[src/rtl/lrcs_pkg.sv]
// Package: lrcs_pkg
// Shared constants and types for the low-region chip select unit.
// Assumes a 16-bit control register with a fixed field layout.
package lrcs_pkg;

    localparam int REG_W    = 16;
    localparam int SIZE_W   = 3;
    localparam int WS_W     = 2;

    // Field positions inside the control word
    localparam int SIZE_LSB = 12;
    localparam int DA_BIT   = 7;
    localparam int PS_BIT   = 6;
    localparam int RM_BIT   = 2;
    localparam int WS_LSB   = 0;

    // Bits that always read back as one
    localparam logic [REG_W-1:0] RSV_MASK = 16'h8F38;

    typedef struct packed {
        logic [SIZE_W-1:0] size;
        logic              dis_addr;
        logic              psram;
        logic              rdy_ign;
        logic [WS_W-1:0]   ws;
    } lrcs_cfg_t;

endpackage

[src/rtl/lrcs_cfg_reg.sv]
// Module: lrcs_cfg_reg
// Holds the control register, the enable flag that is set on the first
// access, and the strap value captured at reset release.
// Assumes reg_wr and reg_rd are one-cycle strobes and rst_n is synchronous.
module lrcs_cfg_reg
    import lrcs_pkg::*;
(
    input  logic             clk,
    input  logic             rst_n,
    input  logic             strap_in,
    input  logic             reg_wr,
    input  logic             reg_rd,
    input  logic [REG_W-1:0] reg_wdata,
    output logic [REG_W-1:0] reg_rdata,
    output logic [SIZE_W-1:0] size,
    output logic             dis_addr,
    output logic             rdy_ign,
    output logic [WS_W-1:0]  ws,
    output logic             cs_enable,
    output logic             strap_q
);

    lrcs_cfg_t cfg_q;
    logic      en_q;
    logic      strap_r;
    logic      unused_rsv;

    // Reserved write bits are discarded
    assign unused_rsv = ^(reg_wdata & RSV_MASK);

    // Register update, first-touch enable and strap capture
    always_ff @(posedge clk) begin
        if (!rst_n) begin
            cfg_q   <= '0;
            en_q    <= 1'b0;
            strap_r <= strap_in;
        end else begin
            if (reg_wr) begin
                cfg_q.size     <= reg_wdata[SIZE_LSB +: SIZE_W];
                cfg_q.dis_addr <= reg_wdata[DA_BIT];
                cfg_q.psram    <= reg_wdata[PS_BIT];
                cfg_q.rdy_ign  <= reg_wdata[RM_BIT];
                cfg_q.ws       <= reg_wdata[WS_LSB +: WS_W];
            end
            if (reg_wr || reg_rd) begin
                en_q <= 1'b1;
            end
        end
    end

    // Read data assembly with reserved ones
    always_comb begin
        reg_rdata                      = RSV_MASK;
        reg_rdata[SIZE_LSB +: SIZE_W]  = cfg_q.size;
        reg_rdata[DA_BIT]              = cfg_q.dis_addr;
        reg_rdata[PS_BIT]              = cfg_q.psram;
        reg_rdata[RM_BIT]              = cfg_q.rdy_ign;
        reg_rdata[WS_LSB +: WS_W]      = cfg_q.ws;
    end

    assign size      = cfg_q.size;
    assign dis_addr  = cfg_q.dis_addr;
    assign rdy_ign   = cfg_q.rdy_ign;
    assign ws        = cfg_q.ws;
    assign cs_enable = en_q;
    assign strap_q   = strap_r;

    AST_WR_SIZE: assert property (@(posedge clk) disable iff (!rst_n)
        reg_wr |=> (reg_rdata[SIZE_LSB +: SIZE_W] == $past(reg_wdata[SIZE_LSB +: SIZE_W])));
    AST_WR_PSRAM: assert property (@(posedge clk) disable iff (!rst_n)
        reg_wr |=> (reg_rdata[PS_BIT] == $past(reg_wdata[PS_BIT])));
    AST_EN_STICKY: assert property (@(posedge clk) disable iff (!rst_n)
        cs_enable |=> cs_enable);
    AST_EN_FIRST: assert property (@(posedge clk) disable iff (!rst_n)
        (reg_wr || reg_rd) |=> cs_enable);

endmodule

[src/rtl/lrcs_decode.sv]
// Module: lrcs_decode
// Decides whether an address lies inside the low region. The region is
// based at zero and sized in blocks of 2**BLK_SHIFT bytes, with the size
// code applied as a mask on the block-select bits.
// Assumes ADDR_W > BLK_SHIFT + SIZE_W or equal.
module lrcs_decode
    import lrcs_pkg::*;
#(
    parameter int ADDR_W    = 20,
    parameter int BLK_SHIFT = 16
) (
    input  logic              clk,
    input  logic              rst_n,
    input  logic [ADDR_W-1:0] addr,
    input  logic [SIZE_W-1:0] size,
    output logic              hit
);

    localparam int TOP_LSB = BLK_SHIFT + SIZE_W;

    logic              upper_zero;
    logic [SIZE_W-1:0] blk_sel;
    logic              unused_low;

    assign blk_sel    = addr[TOP_LSB-1:BLK_SHIFT];
    assign unused_low = ^addr[BLK_SHIFT-1:0];

    // Bits above the maximum region must all be zero
    generate
        if (ADDR_W > TOP_LSB) begin : g_upper
            assign upper_zero = ~|addr[ADDR_W-1:TOP_LSB];
        end else begin : g_no_upper
            assign upper_zero = 1'b1;
        end
    endgenerate

    // Mask decode of the block-select bits
    always_comb begin
        hit = upper_zero && ((blk_sel & ~size) == '0);
    end

    AST_BASE_BLOCK_HITS: assert property (@(posedge clk) disable iff (!rst_n)
        (upper_zero && blk_sel == '0) |-> hit);
    AST_ABOVE_MISSES: assert property (@(posedge clk) disable iff (!rst_n)
        !upper_zero |-> !hit);

endmodule

[src/rtl/lrcs_wait.sv]
// Module: lrcs_wait
// Counts the programmed wait states of an open cycle and forms the
// combined ready from the count and external ready.
// Assumes load is a single-cycle pulse at the start of a matching cycle.
module lrcs_wait
    import lrcs_pkg::*;
(
    input  logic            clk,
    input  logic            rst_n,
    input  logic            load,
    input  logic [WS_W-1:0] ws_in,
    input  logic            active,
    input  logic            ext_rdy,
    input  logic            rdy_ign,
    output logic            rdy_out
);

    logic [WS_W-1:0] cnt;
    logic            wait_done;

    // Load at cycle start, count down while the cycle is open
    always_ff @(posedge clk) begin
        if (!rst_n) begin
            cnt <= '0;
        end else if (load) begin
            cnt <= ws_in;
        end else if (active && cnt != '0) begin
            cnt <= cnt - 1'b1;
        end
    end

    assign wait_done = (cnt == '0);

    // Combined ready toward the bus unit
    always_comb begin
        rdy_out = active && wait_done && (rdy_ign || ext_rdy);
    end

    AST_WAIT_BLOCKS: assert property (@(posedge clk) disable iff (!rst_n)
        !wait_done |-> !rdy_out);
    AST_CNT_STEP: assert property (@(posedge clk) disable iff (!rst_n)
        (active && !load && !wait_done) |=> (cnt == $past(cnt) - 1'b1));
    AST_EXT_GATES: assert property (@(posedge clk) disable iff (!rst_n)
        (!rdy_ign && !ext_rdy) |-> !rdy_out);
    AST_IGN_READY: assert property (@(posedge clk) disable iff (!rst_n)
        (active && wait_done && rdy_ign) |-> rdy_out);

endmodule

[src/rtl/lrcs_unit.sv]
// Module: lrcs_unit
// Top of the low-region chip select unit: decodes bus cycles against the
// programmed region, holds the chip select for the open cycle, and drives
// combined ready and the address-phase suppression request.
// Assumes a new bus_start only arrives after the previous cycle closed.
module lrcs_unit
    import lrcs_pkg::*;
#(
    parameter int ADDR_W    = 20,
    parameter int BLK_SHIFT = 16
) (
    input  logic              clk,
    input  logic              rst_n,
    input  logic              strap_addr_en,
    input  logic              bus_start,
    input  logic [ADDR_W-1:0] bus_addr,
    input  logic              ext_rdy,
    input  logic              reg_wr,
    input  logic              reg_rd,
    input  logic [REG_W-1:0]  reg_wdata,
    output logic [REG_W-1:0]  reg_rdata,
    output logic              cs_n,
    output logic              rdy_out,
    output logic              addr_off
);

    logic [SIZE_W-1:0] size;
    logic              dis_addr;
    logic              rdy_ign;
    logic [WS_W-1:0]   ws;
    logic              cs_enable;
    logic              strap_q;
    logic              hit;
    logic              start_hit;
    logic              active;

    lrcs_cfg_reg u_cfg (
        .clk       (clk),
        .rst_n     (rst_n),
        .strap_in  (strap_addr_en),
        .reg_wr    (reg_wr),
        .reg_rd    (reg_rd),
        .reg_wdata (reg_wdata),
        .reg_rdata (reg_rdata),
        .size      (size),
        .dis_addr  (dis_addr),
        .rdy_ign   (rdy_ign),
        .ws        (ws),
        .cs_enable (cs_enable),
        .strap_q   (strap_q)
    );

    lrcs_decode #(
        .ADDR_W    (ADDR_W),
        .BLK_SHIFT (BLK_SHIFT)
    ) u_dec (
        .clk   (clk),
        .rst_n (rst_n),
        .addr  (bus_addr),
        .size  (size),
        .hit   (hit)
    );

    assign start_hit = bus_start && !active && hit && cs_enable;

    lrcs_wait u_wait (
        .clk     (clk),
        .rst_n   (rst_n),
        .load    (start_hit),
        .ws_in   (ws),
        .active  (active),
        .ext_rdy (ext_rdy),
        .rdy_ign (rdy_ign),
        .rdy_out (rdy_out)
    );

    // Cycle-open flag: set by a matching start, cleared after ready
    always_ff @(posedge clk) begin
        if (!rst_n) begin
            active <= 1'b0;
        end else if (start_hit) begin
            active <= 1'b1;
        end else if (rdy_out) begin
            active <= 1'b0;
        end
    end

    assign cs_n     = !active;
    assign addr_off = active && dis_addr && strap_q;

    AST_CS_DEAD: assert property (@(posedge clk) disable iff (!rst_n)
        !cs_enable |-> cs_n);
    AST_RDY_IN_CS: assert property (@(posedge clk) disable iff (!rst_n)
        rdy_out |-> !cs_n);
    AST_CS_RELEASE: assert property (@(posedge clk) disable iff (!rst_n)
        rdy_out |=> cs_n);
    AST_CS_OPEN: assert property (@(posedge clk) disable iff (!rst_n)
        (bus_start && cs_n && hit && cs_enable) |=> !cs_n);
    AST_MISS_QUIET: assert property (@(posedge clk) disable iff (!rst_n)
        (bus_start && cs_n && !hit) |=> cs_n);
    AST_OFF_STRAP: assert property (@(posedge clk) disable iff (!rst_n)
        !strap_q |-> !addr_off);
    AST_OFF_IN_CS: assert property (@(posedge clk) disable iff (!rst_n)
        addr_off |-> !cs_n);

endmodule

[config.mk]
export PLATFORM = sky130hd
export DESIGN_NAME = lrcs_unit
export DESIGN_NICKNAME = d
export VERILOG_FILES = /design/src/rtl/lrcs_pkg.sv /design/src/rtl/lrcs_cfg_reg.sv /design/src/rtl/lrcs_decode.sv /design/src/rtl/lrcs_wait.sv /design/src/rtl/lrcs_unit.sv
export SDC_FILE = /design/constraint.sdc
export NUM_CORES = 1
export LEC_CHECK = 0
export ABC_CLOCK_PERIOD_IN_PS = 1900
export CORE_MARGIN = 1.5
export CORE_UTILIZATION = 29
export DETAILED_ROUTE_END_ITERATION = 12
export PLACE_DENSITY = 0.87
export SLEW_MARGIN = 25
export SYNTH_ARGS = -nofsm -noshare
export SYNTH_HDL_FRONTEND = slang
export SYNTH_SLANG_ARGS = --single-unit
[constraint.sdc]
create_clock -name clk -period 1.9 [get_ports clk]
set_clock_uncertainty 0.2 [all_clocks]
set_input_delay 0.19 -clock clk [delete_from_list [all_inputs] [get_ports clk]]
set_output_delay 0.19 -clock clk [all_outputs]
set_load 0.01 [all_outputs]
# Word level (Yosys, flattened, before mapping)
# Cells that the tools add are included.
[op_classes]
add_sub_neg = 1
mux = 4
bitwise_logic = 2
reduce_logical = 18
[op_table]
columns = ["op", "count"]
rows = [
  ["$logic_and A1 B1 Y1", 9],
  ["$reduce_bool A2 Y1", 3],
  ["$mux W2", 2],
  ["$and A3 B3 Y3", 1],
  ["$logic_not A3 Y1", 1],
  ["$not A3 Y3", 1],
  ["$logic_not A1 Y1", 2],
  ["$logic_not A2 Y1", 1],
  ["$logic_or A1 B1 Y1", 2],
  ["$mux W1", 2],
  ["$sub A2 B1 Y2 const B", 1],
]
[totals]
register_bits = 13
input_bits = 43
output_inout_bits = 19
wordCells = 34

# Depth between registers and ports, before layout
[logic_depth]
word_depth = 7
mapped_depth = 6
ltp_nobuf = 6

# Modules after synthesis
# A second synthesis with hierarchy kept.
[unflattened]
hier_cells = 72
hier_area_um2 = 716.9
[modules_own_cells]
columns = ["mod", "instances", "cells_each", "area_each_um2", "seq_area_each_um2"]
rows = [
  ["lrcs_cfg_reg", 1, 46, 460.4, 210.2],
  ["lrcs_wait", 1, 15, 132.6, 40.0],
  ["lrcs_unit", 1, 7, 72.6, 20.0],
  ["lrcs_decode", 1, 4, 51.3, 0.0],
]

# Worst setup path after synthesis
# Ideal clock, no wire load.
[synth_timing]
path_kind = "reg-to-reg"
startpoint = "reg u_wait.cnt[0]"
endpoint = "reg u_wait.cnt[1]"
setup_ns = 0.065
arrival_ns = 1.091
required_time_ns = 1.635
setup_slack_ns = 0.544
path_stages_with_launch = 7
path_buffers = 0
path_cell_list = "dfxtp_1 inv_1 ha_1 and2b_2 mux2i_1 mux2i_1 nor2_1"
[synth_between]
elab_chain_cells = 3
elab_cells_between_ends = 6
classes_between = "add/sub: 1; mux: 2; reduce/logical: 3"
[synth_rtl]
columns = ["item", "line", "source"]
rows = [
  ["from (decl)", "lrcs_wait.sv:18", "logic [WS_W-1:0] cnt;"],
  ["from (signal assigned)", "lrcs_wait.sv:26", "cnt <= ws_in;"],
  ["from (signal assigned)", "lrcs_wait.sv:28", "cnt <= cnt - 1'b1;"],
  ["$sub A2 B1 Y2 or $reduce_bool A2 Y1 (tied branches)", "lrcs_wait.sv:28, lrcs_wait.sv:27", ""],
  ["$mux W2 or $logic_and A1 B1 Y1 (tied branches)", "lrcs_wait.sv:27", "end else if (active && cnt != '0) begin"],
  ["$mux W2 or $reduce_bool A2 Y1 (tied branches)", "-", ""],
]
# Parallel ways exist; a longest one is shown, timed or not. The select of a mux whose other input is x is not followed.
# A chain may end at the register's enable or synchronous reset.

# Worst setup path in the final report
[layout_timing]
startpoint = "reg active"
endpoint = "out addr_off"
[layout_between]
elab_chain_cells = 2
[layout_rtl]
columns = ["item", "line", "source"]
rows = [
  ["from (decl)", "lrcs_unit.sv:35", "logic active;"],
  ["from (signal assigned)", "lrcs_unit.sv:80", "active <= 1'b0;"],
  ["from (signal assigned)", "lrcs_unit.sv:82", "active <= 1'b1;"],
  ["from (signal assigned)", "lrcs_unit.sv:84", "active <= 1'b0;"],
  ["$logic_and A1 B1 Y1 (2 in a row)", "lrcs_unit.sv:89", "assign addr_off = active && dis_addr && strap_q;"],
  ["to (decl)", "lrcs_unit.sv:24", "output logic addr_off"],
]
# Every way passes these cells.

==> metrics.md <==
| Metric | Value |
|---|---|
| Core Box Area | `just over 0.002 sq mm` |
| Worst Tran Pin Value | `512 ps` |
| Setup violations, final | `0` |
| Largest net degree at the start of global routing | `14` |
| Port Buf Inserts | `29` |
| Vias in the first global route | `a little under 500` |
| Total of warnings raised by yosys | `0` |
| Detail Placement HPWL | `approximately 1000 um` |
| CTS Buf Count | `3` |
| Synth Area per Inst | `9.78 sq um` |
| Register bit total from synthesis | `13` |
| Initial Util | `between 30% and 40%` |
| Post-synthesis sequential area ratio | `between 40% and 50%` |
| Clock sink count | `13` |
| Placed insts | `roughly 120` |
| Initial antenna violation count | `0` |
| Crit path arrival time | `roughly 1400 ps` |
| Fin cells | `120` |
| Final hold viol count | `0` |
| CTS tree | `built` |
| Hold Path Class | `primary input to register` |
| Final wirelength | `1.23 mm` |
| Final nets | `around 140` |
| Maximum VDD drop | `approximately 0.00034 V` |
| Max H-tree Level | `1` |
| RSZ-0062 raised after global routing | `false` |
| Required @ worst endpoint | `1510 ps` |
| Max Slew Vio Count | `0` |
| Clock-pin transition on the worst setup and hold timing paths | `80 ps` |
| DRT iter0 DRCs | `0` |
| Avg WL per Cell | `between 10 and 15 um` |
| Post-Syn Instances | `65` |
| Power Total | `between 0.0005 and 0.0006 W` |
| Die Area | `0.00248 sq mm` |
| Slew HR | `between 60% and 70%` |
| Static Leak | `about 0.4 nW` |
| Die outline width | `49.8 um` |
| TNS Setup | `0 ps` |
| Number of vias per cell | `just over 4` |
| Crit start category | `register` |
| Cell area after synthesis | `~640 sq um` |
| Status | `completed` |
| Max Fanout on Critical Path | `6` |
| Final period utilization | `between 90% and 100%` |
| Router iterations before antenna repair | `1` |
| Critical Path End Type | `output port` |
| CP peak stage delay | `~530 ps` |
| Height of the die | `between 40 and 50 um` |
| Tot GR Track Use | `roughly 11%` |
| Layout area overhead | `46.1%` |
| GRT overflow | `0` |
| Distinct cells, synth | `21` |
| CTS root buf | `clkbuf_4` |
| Post-CTS Setup Repair Bufs | `0` |
| Max_cap viols | `0` |
| GP Congestion | `0.623` |
| Routed via count | `approximately 500` |
| Critical path type | `register to output port` |
| Post-cts hold buffer count | `0` |
| Clock Path Buffers | `2` |
| Min cycle time layout | `1740 ps` |
| Crit-path cells | `and3_2 -> clkdlybuf4s50_1` |
| F_max | `0.573 GHz` |
| Slowest cell on crit path | `clkdlybuf4s50_1` |
| Share of post-route cells with drive strength above 1 | `8.60%` |
| Routed Antenna Nets | `0` |
| First-pass GRT wire length | `approximately 2.0 mm` |
| Power Density | `between 600 and 700 mW/mm^2` |
| Std-Cell Rows | `16` |
| Residual DRC | `0` |
| Top Ports | `slightly above 60` |
| Clk_lat worst skew | `~270 ps` |
| # diodes | `0` |
where the power goes:
group	switching, W	total (W)	internal, W
clock network	0.0000854	0.000167	0.0000812
registers	0.00000896	0.000299	0.000290
logic	0.0000393	0.000103	0.0000642
total	0.000134	0.000569	0.000436
layer usage:
metal	up-vias	share of wire (%)	routed length (um)	GRT usage, %
met2	20	53	648	20.4
li1	248	-	-	-
met1	229	40	487	10.4
met4	0	0.41	5	6.94
met5	-	0	0	0
met3	2	7.4	91	2.12
cells in the mapped netlist:
library cell	number	area share, %
nand2b_1	2	2.0
and2b_2	1	1.4
a211oi_2	1	2.0
edfxtp_1	1	4.7
clkbuf_1	1	0.59
xnor2_1	1	1.4
and3_2	1	1.2
buf_4	10	12
buf_2	1	0.79
dfxtp_1	12	38
mux2i_1	10	16
nor2_1	11	6.5
inv_1	5	3.0
a21oi_1	1	0.79
nor3_1	1	0.79
or2b_1	1	1.2
o2111ai_2	1	2.4
conb_1	1	0.59
ha_1	1	2.0
and4bb_1	1	2.0
o211a_1	1	1.6
logic make-up after synthesis:
family / after synthesis / synth area share [%]
simple gates: 18 / 15.0
mux: 10 / 15.7
flops: 13 / 42.5
buf+inv: 17 / 16.1
compound gates: 4 / 6.69
other cells: 1 / 0.590
fa+ha+maj: 1 / 1.97
xor+xnor: 1 / 1.38
critical path, delay by kind of cell (launching register included):
kind,cells,cell delay (ps)
buffers and inverters,1,530
DFF,1,380
and+or+nand+nor,1,180
repair_timing:
action	in CTS	in global routing
gates resized for setup	1	1
setup endpoints to repair	1	1
endpoints found under the hold margin	0	0
gates cloned	0	0
final timing paths:
| kind | cells after the start | slack [ps] | to | startpoint |
|---|---|---|---|---|
| setup / recovery | 2 | 160 | addr_off | active |
| hold / removal | 1 | 270 | u_cfg.strap_q | strap_addr_en |
| setup reg to reg | 6 | 470 | u_wait.cnt[1] | u_wait.cnt[0] |
| hold reg to reg | 2 | 320 | u_cfg.cs_enable | u_cfg.cs_enable |
through the flow:
stage	hold slack [ps]	instance area (sq um)	util (%)	setup slack (ps)
after floorplan	88.9	662	-	544
final	274	928	45.9	155
after detailed placement	314	902	44.6	170
after global placement	247	902	44.6	190
after global routing	273	928	45.9	86.4
after CTS	260	927	45.9	44.6
layout make-up:
type,instances,area (sq um)
Clock buffer,4,26.3
Fill cell,215,1090
Inverter,5,18.8
Multi-Input combinational cell,42,289
Sequential cell,13,272
Tap cell,27,33.8
Timing Repair Buffer,29,289
registers in the layout (all words and copies together) (netlist names):
register and flops:
u_cfg.dis_addr 1, u_cfg.reg_rdata 1, u_cfg.rdy_ign 1, u_cfg.ws 2, u_cfg.size 3, u_wait.cnt 2, active 1, u_cfg.strap_q 1
u_cfg.cs_enable 1
cell usage in the layout (no fill, tap or decap):
cell / synthesis / final
clkdlybuf4s50_1: 0 / 28
nor2_1: 11 / 11
dfxtp_1: 12 / 11
mux2i_1: 10 / 10
conb_1: 1 / 8
inv_1: 5 / 5
clkbuf_4: 0 / 3
nand2b_1: 2 / 2
o211a_1: 1 / 1
and3_2: 1 / 1
and2b_2: 1 / 1
and4bb_1: 1 / 1
o2111ai_2: 1 / 1
nor3_1: 1 / 1
xnor2_1: 1 / 1
a211oi_2: 1 / 1
or2b_1: 1 / 1
a21oi_1: 1 / 1
ha_1: 1 / 1
dfxtp_2: 0 / 1
clkbuf_1: 1 / 1
dlygate4sd2_1: 0 / 1
edfxtp_1: 1 / 1
(Power assumes the default switching activity.)
